File: config.mk
export PLATFORM = sky130hd
export DESIGN_NAME = serial_rx_core
export DESIGN_NICKNAME = d
export VERILOG_FILES = /design/src/rtl/serial_rx_pkg.sv /design/src/rtl/serial_rx_ctrl.sv /design/src/rtl/serial_rx_datapath.sv /design/src/rtl/serial_rx_core.sv
export SDC_FILE = /design/constraint.sdc
export NUM_CORES = 1
export LEC_CHECK = 0
export BUFFER_PORTS_ARGS = -buffer_cell sky130_fd_sc_hd__buf_2
export CORE_MARGIN = 1
export CORE_UTILIZATION = 50
export DETAILED_ROUTE_END_ITERATION = 8
export PLACE_DENSITY = 0.71
export SYNTH_ARGS = -nofsm -noshare
export SYNTH_HDL_FRONTEND = slang
export SYNTH_SLANG_ARGS = --single-unit
File: constraint.sdc
create_clock -name clk -period 3.7 [get_ports clk]
set_input_delay 0.185 -clock clk [delete_from_list [all_inputs] [get_ports clk]]
set_output_delay 0.185 -clock clk [all_outputs]
set_load 0.02 [all_outputs]
File: src/rtl/serial_rx_pkg.sv
package serial_rx_pkg;
  localparam int MAX_DATA_BITS = 9;
  localparam int IDX_W = $clog2(MAX_DATA_BITS + 1);

  typedef enum logic [2:0] {
    ST_IDLE, ST_START, ST_DATA, ST_PAR, ST_STOP1, ST_STOP2
  } rxState_t;

  // strobes from control to datapath, valid for one cycle
  typedef struct packed {
    logic             clearFrame;
    logic             dataTake;
    logic [IDX_W-1:0] bitIdx;
    logic             parTake;
    logic             stopTake;
    logic             preLastTake;
    logic             commit;
  } rxStrobes_t;
endpackage

File: src/rtl/serial_rx_ctrl.sv
module serial_rx_ctrl
  import serial_rx_pkg::*;
#(
  parameter int DIV_W = 8,
  parameter int OSR   = 16
) (
  input  logic             clk,
  input  logic             rstN,
  input  logic             rxEnable,
  input  logic [DIV_W-1:0] divisor,
  input  logic [1:0]       charLen,
  input  logic [1:0]       parityMode,
  input  logic             twoStop,
  input  logic             rxs,
  output rxStrobes_t       strobes
);
  localparam int OS_W = $clog2(OSR);
  localparam logic [OS_W-1:0] MID_CNT  = OS_W'(OSR / 2 - 1);
  localparam logic [OS_W-1:0] LAST_CNT = OS_W'(OSR - 1);

  logic [DIV_W-1:0] preCnt;
  logic [OS_W-1:0]  osCnt;
  logic [IDX_W-1:0] bitCnt;
  logic [IDX_W-1:0] lastIdx;
  rxState_t         state, nextState;
  logic             tick, sampleNow, parOn, startDone;

  // tick generator
  assign tick = rxEnable && (preCnt == divisor);

  always_ff @(posedge clk) begin
    if (!rstN || !rxEnable || tick) preCnt <= '0;
    else                            preCnt <= preCnt + 1'b1;
  end

  always_comb begin
    unique case (charLen)
      2'd0:    lastIdx = IDX_W'(6);
      2'd2:    lastIdx = IDX_W'(8);
      default: lastIdx = IDX_W'(7);
    endcase
  end

  assign parOn     = (parityMode == 2'd1) || (parityMode == 2'd2);
  assign sampleNow = tick && (osCnt == LAST_CNT);
  assign startDone = tick && (state == ST_START) && (osCnt == MID_CNT);

  always_comb begin
    nextState      = state;
    strobes        = '0;
    strobes.bitIdx = bitCnt;
    unique case (state)
      ST_IDLE: if (tick && !rxs) nextState = ST_START;
      ST_START: if (startDone) begin
        nextState          = rxs ? ST_IDLE : ST_DATA;
        strobes.clearFrame = !rxs;
      end
      ST_DATA: if (sampleNow) begin
        strobes.dataTake = 1'b1;
        if (bitCnt == lastIdx) nextState = parOn ? ST_PAR : ST_STOP1;
      end
      ST_PAR: if (sampleNow) begin
        strobes.parTake = 1'b1;
        nextState       = ST_STOP1;
      end
      ST_STOP1: if (sampleNow) begin
        strobes.stopTake = 1'b1;
        strobes.commit   = !twoStop;
        nextState        = twoStop ? ST_STOP2 : ST_IDLE;
      end
      ST_STOP2: if (sampleNow) begin
        strobes.stopTake = 1'b1;
        strobes.commit   = 1'b1;
        nextState        = ST_IDLE;
      end
      default: nextState = ST_IDLE;
    endcase
    // sample that leads into the last stop bit
    strobes.preLastTake = sampleNow && (state != nextState) &&
                          ((nextState == ST_STOP2) ||
                           (nextState == ST_STOP1 && !twoStop));
    if (!rxEnable) begin
      nextState = ST_IDLE;
      strobes   = '0;
    end
  end

  always_ff @(posedge clk) begin
    if (!rstN) begin
      state  <= ST_IDLE;
      osCnt  <= '0;
      bitCnt <= '0;
    end else begin
      state <= nextState;
      if (!rxEnable)                         osCnt <= '0;
      else if (tick) begin
        if (state == ST_IDLE || startDone)   osCnt <= '0;
        else if (osCnt == LAST_CNT)          osCnt <= '0;
        else                                 osCnt <= osCnt + 1'b1;
      end
      if (strobes.clearFrame)    bitCnt <= '0;
      else if (strobes.dataTake) bitCnt <= bitCnt + 1'b1;
    end
  end
endmodule

File: src/rtl/serial_rx_datapath.sv
module serial_rx_datapath
  import serial_rx_pkg::*;
#(
  parameter int SYNC_STAGES = 2
) (
  input  logic                     clk,
  input  logic                     rstN,
  input  logic                     rxd,
  input  logic [1:0]               parityMode,
  input  logic                     readStrobe,
  input  rxStrobes_t               strobes,
  output logic                     rxs,
  output logic [MAX_DATA_BITS-1:0] rxData,
  output logic                     rxFull,
  output logic                     rxIrq,
  output logic                     overrunErr,
  output logic                     framingErr,
  output logic                     parityErr
);
  logic [SYNC_STAGES-1:0]   syncQ;
  logic [MAX_DATA_BITS-1:0] shiftReg;
  logic parBit, stopBad, ovPend, stopBadNow, onesOdd, parityBad;

  generate
    if (SYNC_STAGES == 1) begin : g_sync1
      always_ff @(posedge clk) syncQ <= !rstN ? '1 : rxd;
    end else begin : g_syncN
      always_ff @(posedge clk)
        syncQ <= !rstN ? '1 : {syncQ[SYNC_STAGES-2:0], rxd};
    end
  endgenerate
  assign rxs = syncQ[SYNC_STAGES-1];

  assign onesOdd    = ^{shiftReg, parBit};
  assign parityBad  = ((parityMode == 2'd1) && onesOdd) ||
                      ((parityMode == 2'd2) && !onesOdd);
  assign stopBadNow = stopBad || (strobes.stopTake && !rxs);

  always_ff @(posedge clk) begin
    if (!rstN) begin
      shiftReg   <= '0;
      parBit     <= 1'b0;
      stopBad    <= 1'b0;
      ovPend     <= 1'b0;
      rxData     <= '0;
      rxFull     <= 1'b0;
      rxIrq      <= 1'b0;
      overrunErr <= 1'b0;
      framingErr <= 1'b0;
      parityErr  <= 1'b0;
    end else begin
      rxIrq <= 1'b0;
      if (strobes.clearFrame) begin
        shiftReg <= '0;
        parBit   <= 1'b0;
        stopBad  <= 1'b0;
        ovPend   <= 1'b0;
      end
      if (strobes.dataTake)            shiftReg[strobes.bitIdx] <= rxs;
      if (strobes.parTake)             parBit  <= rxs;
      if (strobes.stopTake && !rxs)    stopBad <= 1'b1;
      if (strobes.preLastTake)         ovPend  <= rxFull;
      if (readStrobe)                  rxFull  <= 1'b0;
      if (strobes.commit) begin
        if (ovPend) overrunErr <= 1'b1;
        else begin
          rxData     <= shiftReg;
          rxFull     <= 1'b1;
          rxIrq      <= 1'b1;
          overrunErr <= 1'b0;
          framingErr <= stopBadNow;
          parityErr  <= parityBad;
        end
      end
    end
  end
endmodule

File: src/rtl/serial_rx_core.sv
module serial_rx_core
  import serial_rx_pkg::*;
#(
  parameter int DIV_W       = 8,
  parameter int OSR         = 16,
  parameter int SYNC_STAGES = 2
) (
  input  logic             clk,
  input  logic             rstN,
  input  logic             rxEnable,
  input  logic [DIV_W-1:0] divisor,
  input  logic [1:0]       charLen,
  input  logic [1:0]       parityMode,
  input  logic             twoStop,
  input  logic             rxd,
  input  logic             readStrobe,
  output logic [8:0]       rxData,
  output logic             rxFull,
  output logic             rxIrq,
  output logic             overrunErr,
  output logic             framingErr,
  output logic             parityErr,
  output logic             errorSum,
  output logic             rtsN
);
  rxStrobes_t strobes;
  logic       rxs;

  serial_rx_ctrl #(.DIV_W(DIV_W), .OSR(OSR)) u_ctrl (
    .clk(clk), .rstN(rstN), .rxEnable(rxEnable), .divisor(divisor),
    .charLen(charLen), .parityMode(parityMode), .twoStop(twoStop),
    .rxs(rxs), .strobes(strobes)
  );

  serial_rx_datapath #(.SYNC_STAGES(SYNC_STAGES)) u_dp (
    .clk(clk), .rstN(rstN), .rxd(rxd), .parityMode(parityMode),
    .readStrobe(readStrobe), .strobes(strobes), .rxs(rxs),
    .rxData(rxData), .rxFull(rxFull), .rxIrq(rxIrq),
    .overrunErr(overrunErr), .framingErr(framingErr), .parityErr(parityErr)
  );

  assign errorSum = overrunErr | framingErr | parityErr;
  assign rtsN     = !(rxEnable && !rxFull);
endmodule

* After elaboration in Yosys (flattened, before gate mapping)
Index checks and enable logic that the tools add are counted.
** Operators by class
- Mux-type cells :: 38
- Multipliers :: 0
- Bitwise gates (word level) :: 4
- Reductions and logical operators :: 38
- Eq/ne operators :: 15
- $add $sub $neg :: 3
- Shift operators :: 0
- Div/mod/pow operators :: 0
- $lt $le $gt $ge :: 2
** Operators by type and width (number)
- 2-to-1 mux 3 bit :: 9
- 2-to-1 mux 9 bit :: 3
- one-hot mux 3 bit (6 select lines) :: 1
- 2-to-1 mux 1 bit :: 17
- logical AND 1 bit :: 13
- == test 3 bit, second input constant :: 4
- 2-to-1 mux 10 bit :: 1
- parity 10 bit :: 1
- bitwise mux 9 bit :: 1
- adder 4 x 1 -> 4 bit, second input constant :: 2
- adder 8 x 1 -> 8 bit, second input constant :: 1
- == test 8 bit :: 1
- 2-to-1 mux 4 bit :: 2
- one-hot mux 4 bit (2 select lines) :: 1
- logical NOT 1 bit :: 7
- logical OR 1 bit :: 7
- == test 3 x 2 -> 1 bit, second input constant :: 2
- AND reduction 2 bit :: 3
- nonzero test 2 bit :: 3
- less-than comparator 4 x 5 -> 1 bit, second input constant :: 1
- demux 1 bit (select 4 bit) :: 1
- == test 2 bit, second input constant :: 2
- == test 4 x 3 -> 1 bit, second input constant :: 1
- == test 4 bit :: 1
- 12 further kinds :: 15
** Word-level totals
- Output and inout port bits :: 16
- Memories kept :: 0
- Bits in latches :: 0
- Register bits :: 47
- Word-level logic and storage cells :: 115
- Bits in writable memories :: 0
- ROM bits :: 0

* Depth between registers and ports, before layout
- Word-level depth :: 17
- Gate-level depth with buffers :: 9
- Gate-level depth less buffers :: 8

* Cells and area by module
A second synthesis with hierarchy kept.
** Unflattened totals
- Cell total of the unflattened synthesis :: 291
- Area total of the unflattened synthesis :: 2449.8 µm²
** By module, submodules not included
- serial_rx_datapath :: cells an instance 139, seq. area each 560.5 µm², area an instance 1232.4 µm², times used 1
- serial_rx_ctrl :: cells an instance 150, seq. area each 380.4 µm², area an instance 1204.9 µm², times used 1
- serial_rx_core :: cells an instance 2, seq. area each 0.0 µm², area an instance 12.5 µm², times used 1

* Least setup slack after synthesis
No wires, ideal clock.
- Kind :: register -> register
- Start point :: register u_ctrl.osCnt[0]
- End point :: register u_dp.rxData[1]
- Library setup time :: 117 ps
- Arrival :: 1883 ps
- Path buffers :: 1
- Cell stages (with the launch flop) :: 9
- Clock period less this slack :: 2000 ps
- Path slack :: 1700 ps
- Cell sequence :: dfxtp_1 ha_1 nand3_1 nor4b_2 nand3_1 nor4_2 nor2b_1 buf_2 a22o_1
** Between the ends
- Longest elaborated chain between the ends :: 6
- Elaborated cells between the ends (all ways) :: 7
- Those cells by class :: eq/ne (1); mux (4); reduce/logical (2)
** Ends and longest elaborated chain
- from (decl) :: RTL line serial_rx_ctrl.sv:22 : logic [OS_W-1:0] osCnt;
- from (signal assigned) :: RTL line serial_rx_ctrl.sv:99 : else osCnt <= osCnt + 1'b1;
- == test 4 bit * :: RTL line serial_rx_ctrl.sv:45 : assign sampleNow = tick && (osCnt == LAST_CNT);
- logical AND 1 bit * :: RTL line serial_rx_ctrl.sv:45
- 2-to-1 mux 1 bit, on equally long branches :: RTL line serial_rx_ctrl.sv:71, serial_rx_ctrl.sv:66
- one-hot mux 1 bit (2 select lines) * :: RTL line serial_rx_ctrl.sv:52 : unique case (state)
- 2-to-1 mux 10 bit * :: RTL line serial_rx_ctrl.sv:82 : if (!rxEnable) begin
- AND reduction 2 bit (no source line) *
- to (signal assigned) :: RTL line serial_rx_datapath.sv:67 : rxData <= shiftReg;
- to (decl) :: RTL line serial_rx_datapath.sv:13 : output logic [MAX_DATA_BITS-1:0] rxData,
Mark *: on every way between the ends. The rest lies on a longest branch, timed or not.
A chain may end at the register's enable or synchronous reset.

* Worst setup path in the final report
- Start point :: register u_ctrl.osCnt[0]
- End point :: register u_dp.shiftReg[0]
** Between the ends
- Longest elaborated chain between the ends :: 9
- Elaborated cells between the ends (all ways) :: 13
- Those cells by class :: eq/ne (2); mux (9); reduce/logical (2)
** Ends and longest elaborated chain
- == test 4 x 3 -> 1 bit :: RTL line serial_rx_ctrl.sv:46 : assign startDone = tick && (state == ST_START) && (osCnt == MID_CNT);
- logical AND 1 bit :: RTL line serial_rx_ctrl.sv:46
- 2-to-1 mux 1 bit :: RTL line serial_rx_ctrl.sv:54 : ST_START: if (startDone) begin
- 2-to-1 mux 1 bit :: RTL line serial_rx_ctrl.sv:52
- 2-to-1 mux 10 bit * :: RTL line serial_rx_ctrl.sv:82
- 2-to-1 mux 9 bit :: RTL line serial_rx_datapath.sv:53 : if (strobes.clearFrame) begin
- 2-to-1 mux 9 bit :: RTL line serial_rx_datapath.sv:40 : if (!rstN) begin
- bitwise mux 9 bit :: RTL line serial_rx_datapath.sv:59 : if (strobes.dataTake) shiftReg[strobes.bitIdx] <= rxs;
- 2-to-1 mux 9 bit * :: RTL line serial_rx_datapath.sv:59
- to (signal, indexed assignment) :: RTL line serial_rx_datapath.sv:59
- to (decl) :: RTL line serial_rx_datapath.sv:21 : logic [MAX_DATA_BITS-1:0] shiftReg;
Mark *: on every way between the ends. The rest lies on a longest branch, timed or not. The select of a mux whose other input is x is not followed.

==> reports/qor.log <==
qor: clock_tree.count_of_cells_resized_by_post_cts_repair 0
qor: detailed_routing.detail_route.iter0.violations 114
qor: sta.max_transition_viols_final 0
qor: global_route.first_global_vias 1859
qor: critical_path.setup.worst_path.class reg2reg
qor: synthesis.post_synth_instance_area 2370 um2
qor: synthesis.synthesis.instances 269
qor: floorplan.placementRows 24
qor: power_and_ir_drop.p_leak 1.03 nW
qor: detailed_routing.drc 10
qor: critical_path.sort_of_element_at_the_start_of_the_critical_path flop
qor: finish.syn2layout_area_growth 11.6%
qor: global_route.grtUsageTotal 0.209
qor: placed_design.port_buffer_cells 33
qor: sta.setup_slack_of_the_critical_path_after_layout 1290 ps
qor: floorplan.io_pins 34
qor: global_route.grt_overflow_total 0
qor: clock_tree.clockBufferDepth 2
qor: finish.most-common-layout-cells 47 x sky130_fd_sc_hd__dfxtp_1, 33 x sky130_fd_sc_hd__buf_2, 30 x sky130_fd_sc_hd__nand3_1, 23 x sky130_fd_sc_hd__nor2_1, 15 x sky130_fd_sc_hd__xor2_1
qor: finish.multi_input_comb_area 1340 um2
qor: synthesis.yosys.cell_types.count 48
qor: critical_path.required_arrival_time_at_the_worst_endpoint 3940 ps
qor: detailed_routing.dr.max_layer_used met4
qor: placed_design.gp_congestion 0.842
qor: finish.layout.cells.most_common sky130_fd_sc_hd__dfxtp_1
qor: synthesis.ys_dominant_reg_cell sky130_fd_sc_hd__dfxtp_1
qor: sta.setup_viol_count_final 0
qor: sta.hold_violations 0
qor: detailed_routing.vias 1969
qor: critical_path.critPathArrivalTime 2650 ps
qor: synthesis.syn-mean-instance-area 8.82 um2
qor: run_status.outcome finished with violations
qor: clock_tree.hold_buffers 0
qor: floorplan.initial_cell_density_of_the_core 0.534
qor: detailed_routing.postRouteWirelength 4.74 mm
qor: run_status.failed_checks DRC
qor: synthesis.synth_seq_cells 47
qor: floorplan.floorplan.die_area 5030 um2
qor: finish.antenna_cells_inserted 0
qor: critical_path.type_of_element_capturing_the_critical_path flop
qor: clock_tree.post_cts_buffers 0
qor: critical_path.critPathMaxFanout 19
qor: floorplan.chipHeight 70.9 um
qor: global_route.antenna_violations_before_repair 0
qor: detailed_routing.wl_met1 2.39 mm
qor: power_and_ir_drop.ir_drop 0.000265 V
qor: finish.num-nets-final 317
qor: worst_hold_path.timing.hold.worst.class in2reg
qor: finish.final.fill_count 420
qor: floorplan.core-area 4440 um2
qor: floorplan.die_x 70.9 um
qor: detailed_routing.number_of_detailed_route_iterations_in_the_first_pass 6
qor: clock_tree.clock_sink_count 47
qor: sta.layout_worst_path_cycle_share 0.652
qor: synthesis.async_flop_share 0
qor: sta.rsz_0062_raised_after_global_routing false
qor: detailed_routing.drt-vias-per-instance 5.67
qor: synthesis.ys_warn_count 0
qor: clock_tree.cts-htree-levels 2
qor: clock_tree.clk_pin_slew_worst_paths 90 ps
qor: detailed_routing.route.detailed.wl_per_inst 13.7 um
qor: global_route.grt_start_max_net_pins 21
qor: finish.sequential_cell_area 941 um2
qor: critical_path.r2r_slack 1290 ps
qor: power_and_ir_drop.p_per_area 355 nW/um2
qor: sta.clock.fmax 414 MHz
qor: finish.drive_above_1_share 0.159
qor: sta.setup_tns_final 0 ps
qor: detailed_routing.wl_met2 2.09 mm
qor: global_route.first_pass_grt_wire_length 8.40 mm
qor: run.max_cap_viol_count 0
qor: sta.finalCriticalPeriod 2410 ps
qor: sta.maxSlewHeadroom 0.471
qor: clock_tree.cts_buffers 5
qor: sta.tightestPinTransition 791 ps
qor: placed_design.preCtsSetupSlack 1340 ps
qor: clock_tree.clock_tree_from_tritoncts done
qor: clock_tree.insertion_delay 310 ps
qor: synthesis.synth_edf_count 0
qor: placed_design.dpl.hpwl 3.45 mm
qor: synthesis.post_synth_net_total 292
qor: synthesis.yosysSeqAreaShare 0.396
qor: detailed_routing.antenna_violating_nets_post_route 0
qor: clock_tree.cts.root.buffer_cell sky130_fd_sc_hd__clkbuf_8
qor: sta.finalClockSkew 9.09 ps
qor: detailed_routing.wl_met3 191 um
## Yosys cell counts (7+ instances only)
cell	n	area share
sky130_fd_sc_hd__a22o_1	9	0.033
sky130_fd_sc_hd__dfxtp_1	47	0.40
sky130_fd_sc_hd__clkbuf_1	9	0.014
sky130_fd_sc_hd__nor2b_1	7	0.018
sky130_fd_sc_hd__nand4_1	7	0.018
sky130_fd_sc_hd__xor2_1	15	0.055
sky130_fd_sc_hd__xnor2_1	11	0.041
sky130_fd_sc_hd__o21ai_0	9	0.019
sky130_fd_sc_hd__a21boi_1	11	0.035
sky130_fd_sc_hd__nand2_1	13	0.021
sky130_fd_sc_hd__nor2_1	23	0.036
sky130_fd_sc_hd__nand3_1	30	0.063
## path summary, 6_finish.rpt
path	cells after the start	endpoint	startpoint
worst min-delay path	2	u_dp.syncQ[0]	rxd
worst max register to register	7	u_dp.shiftReg[0]	u_ctrl.osCnt[0]
worst min register to register	1	u_dp.syncQ[1]	u_dp.syncQ[0]
worst max-delay path	7	u_dp.shiftReg[0]	u_ctrl.osCnt[0]
## state kept, by name, summed over array words and instances (netlist names), 2 cells and up
signal	cells
u_ctrl.bitCnt	4
u_ctrl.osCnt	4
u_ctrl.preCnt	8
u_ctrl.state	3
u_dp.rxData	9
u_dp.shiftReg	9
u_dp.syncQ	2
## routing by layer
metal,vias to the layer above,global-route usage
li1,1012,-
met1,902,0.281
met2,49,0.333
met3,6,0.0456
met4,0,0.0733
met5,-,0
## layout make-up
type / count / area share
clock buffer: 5 / 0.0260
clock inverter: 3 / 0.0175
inverter: 6 / 0.00850
multi-input combinational: 201 / 0.506
sequential: 47 / 0.355
tap: 52 / 0.0246
timing repair buffer: 33 / 0.0624
## critical path: stages (launching register included)
cell and delay (ps):
sky130_fd_sc_hd__dfxtp_1 420, sky130_fd_sc_hd__ha_1 290, sky130_fd_sc_hd__nand3_1 140, sky130_fd_sc_hd__nor4b_2 280, sky130_fd_sc_hd__and4_1 680, sky130_fd_sc_hd__and2_1 290, sky130_fd_sc_hd__nand3_1 90, sky130_fd_sc_hd__a21boi_1 170
## cell families after synthesis
family                   Yosys count  share of synthesized area
flip-flops                        47                      0.396
multiplexers                       6                     0.0253
buffers and inverters             21                     0.0390
adder cells (fa/ha/maj)            5                     0.0264
XOR/XNOR                          26                     0.0959
AND/OR/NAND/NOR                  113                      0.259
AO/OA/AOI/OAI                     51                      0.158
## metrics by stage
stage | area [um2] | total power, mW | cells | hold WS, ps | util
floorplan | 2370 | 0.547 | 269 | 286 | -
global route | 2650 | 0.973 | 347 | 58.3 | 0.596
CTS | 2650 | 0.946 | 347 | 48.8 | 0.596
finish | 2650 | 0.939 | 347 | 54.9 | 0.596
global placement | 2530 | 0.564 | 339 | 371 | 0.570
detailed placement | 2530 | 0.564 | 339 | 372 | 0.570
## report_power, final
group	switching, mW	leakage, nW	internal [mW]
combinational	0.0232	0.601	0.0176
sequential	0.00347	0.379	0.507
clock	0.184	0.0548	0.204
Note: power is estimated with default switching activity, not from simulation.
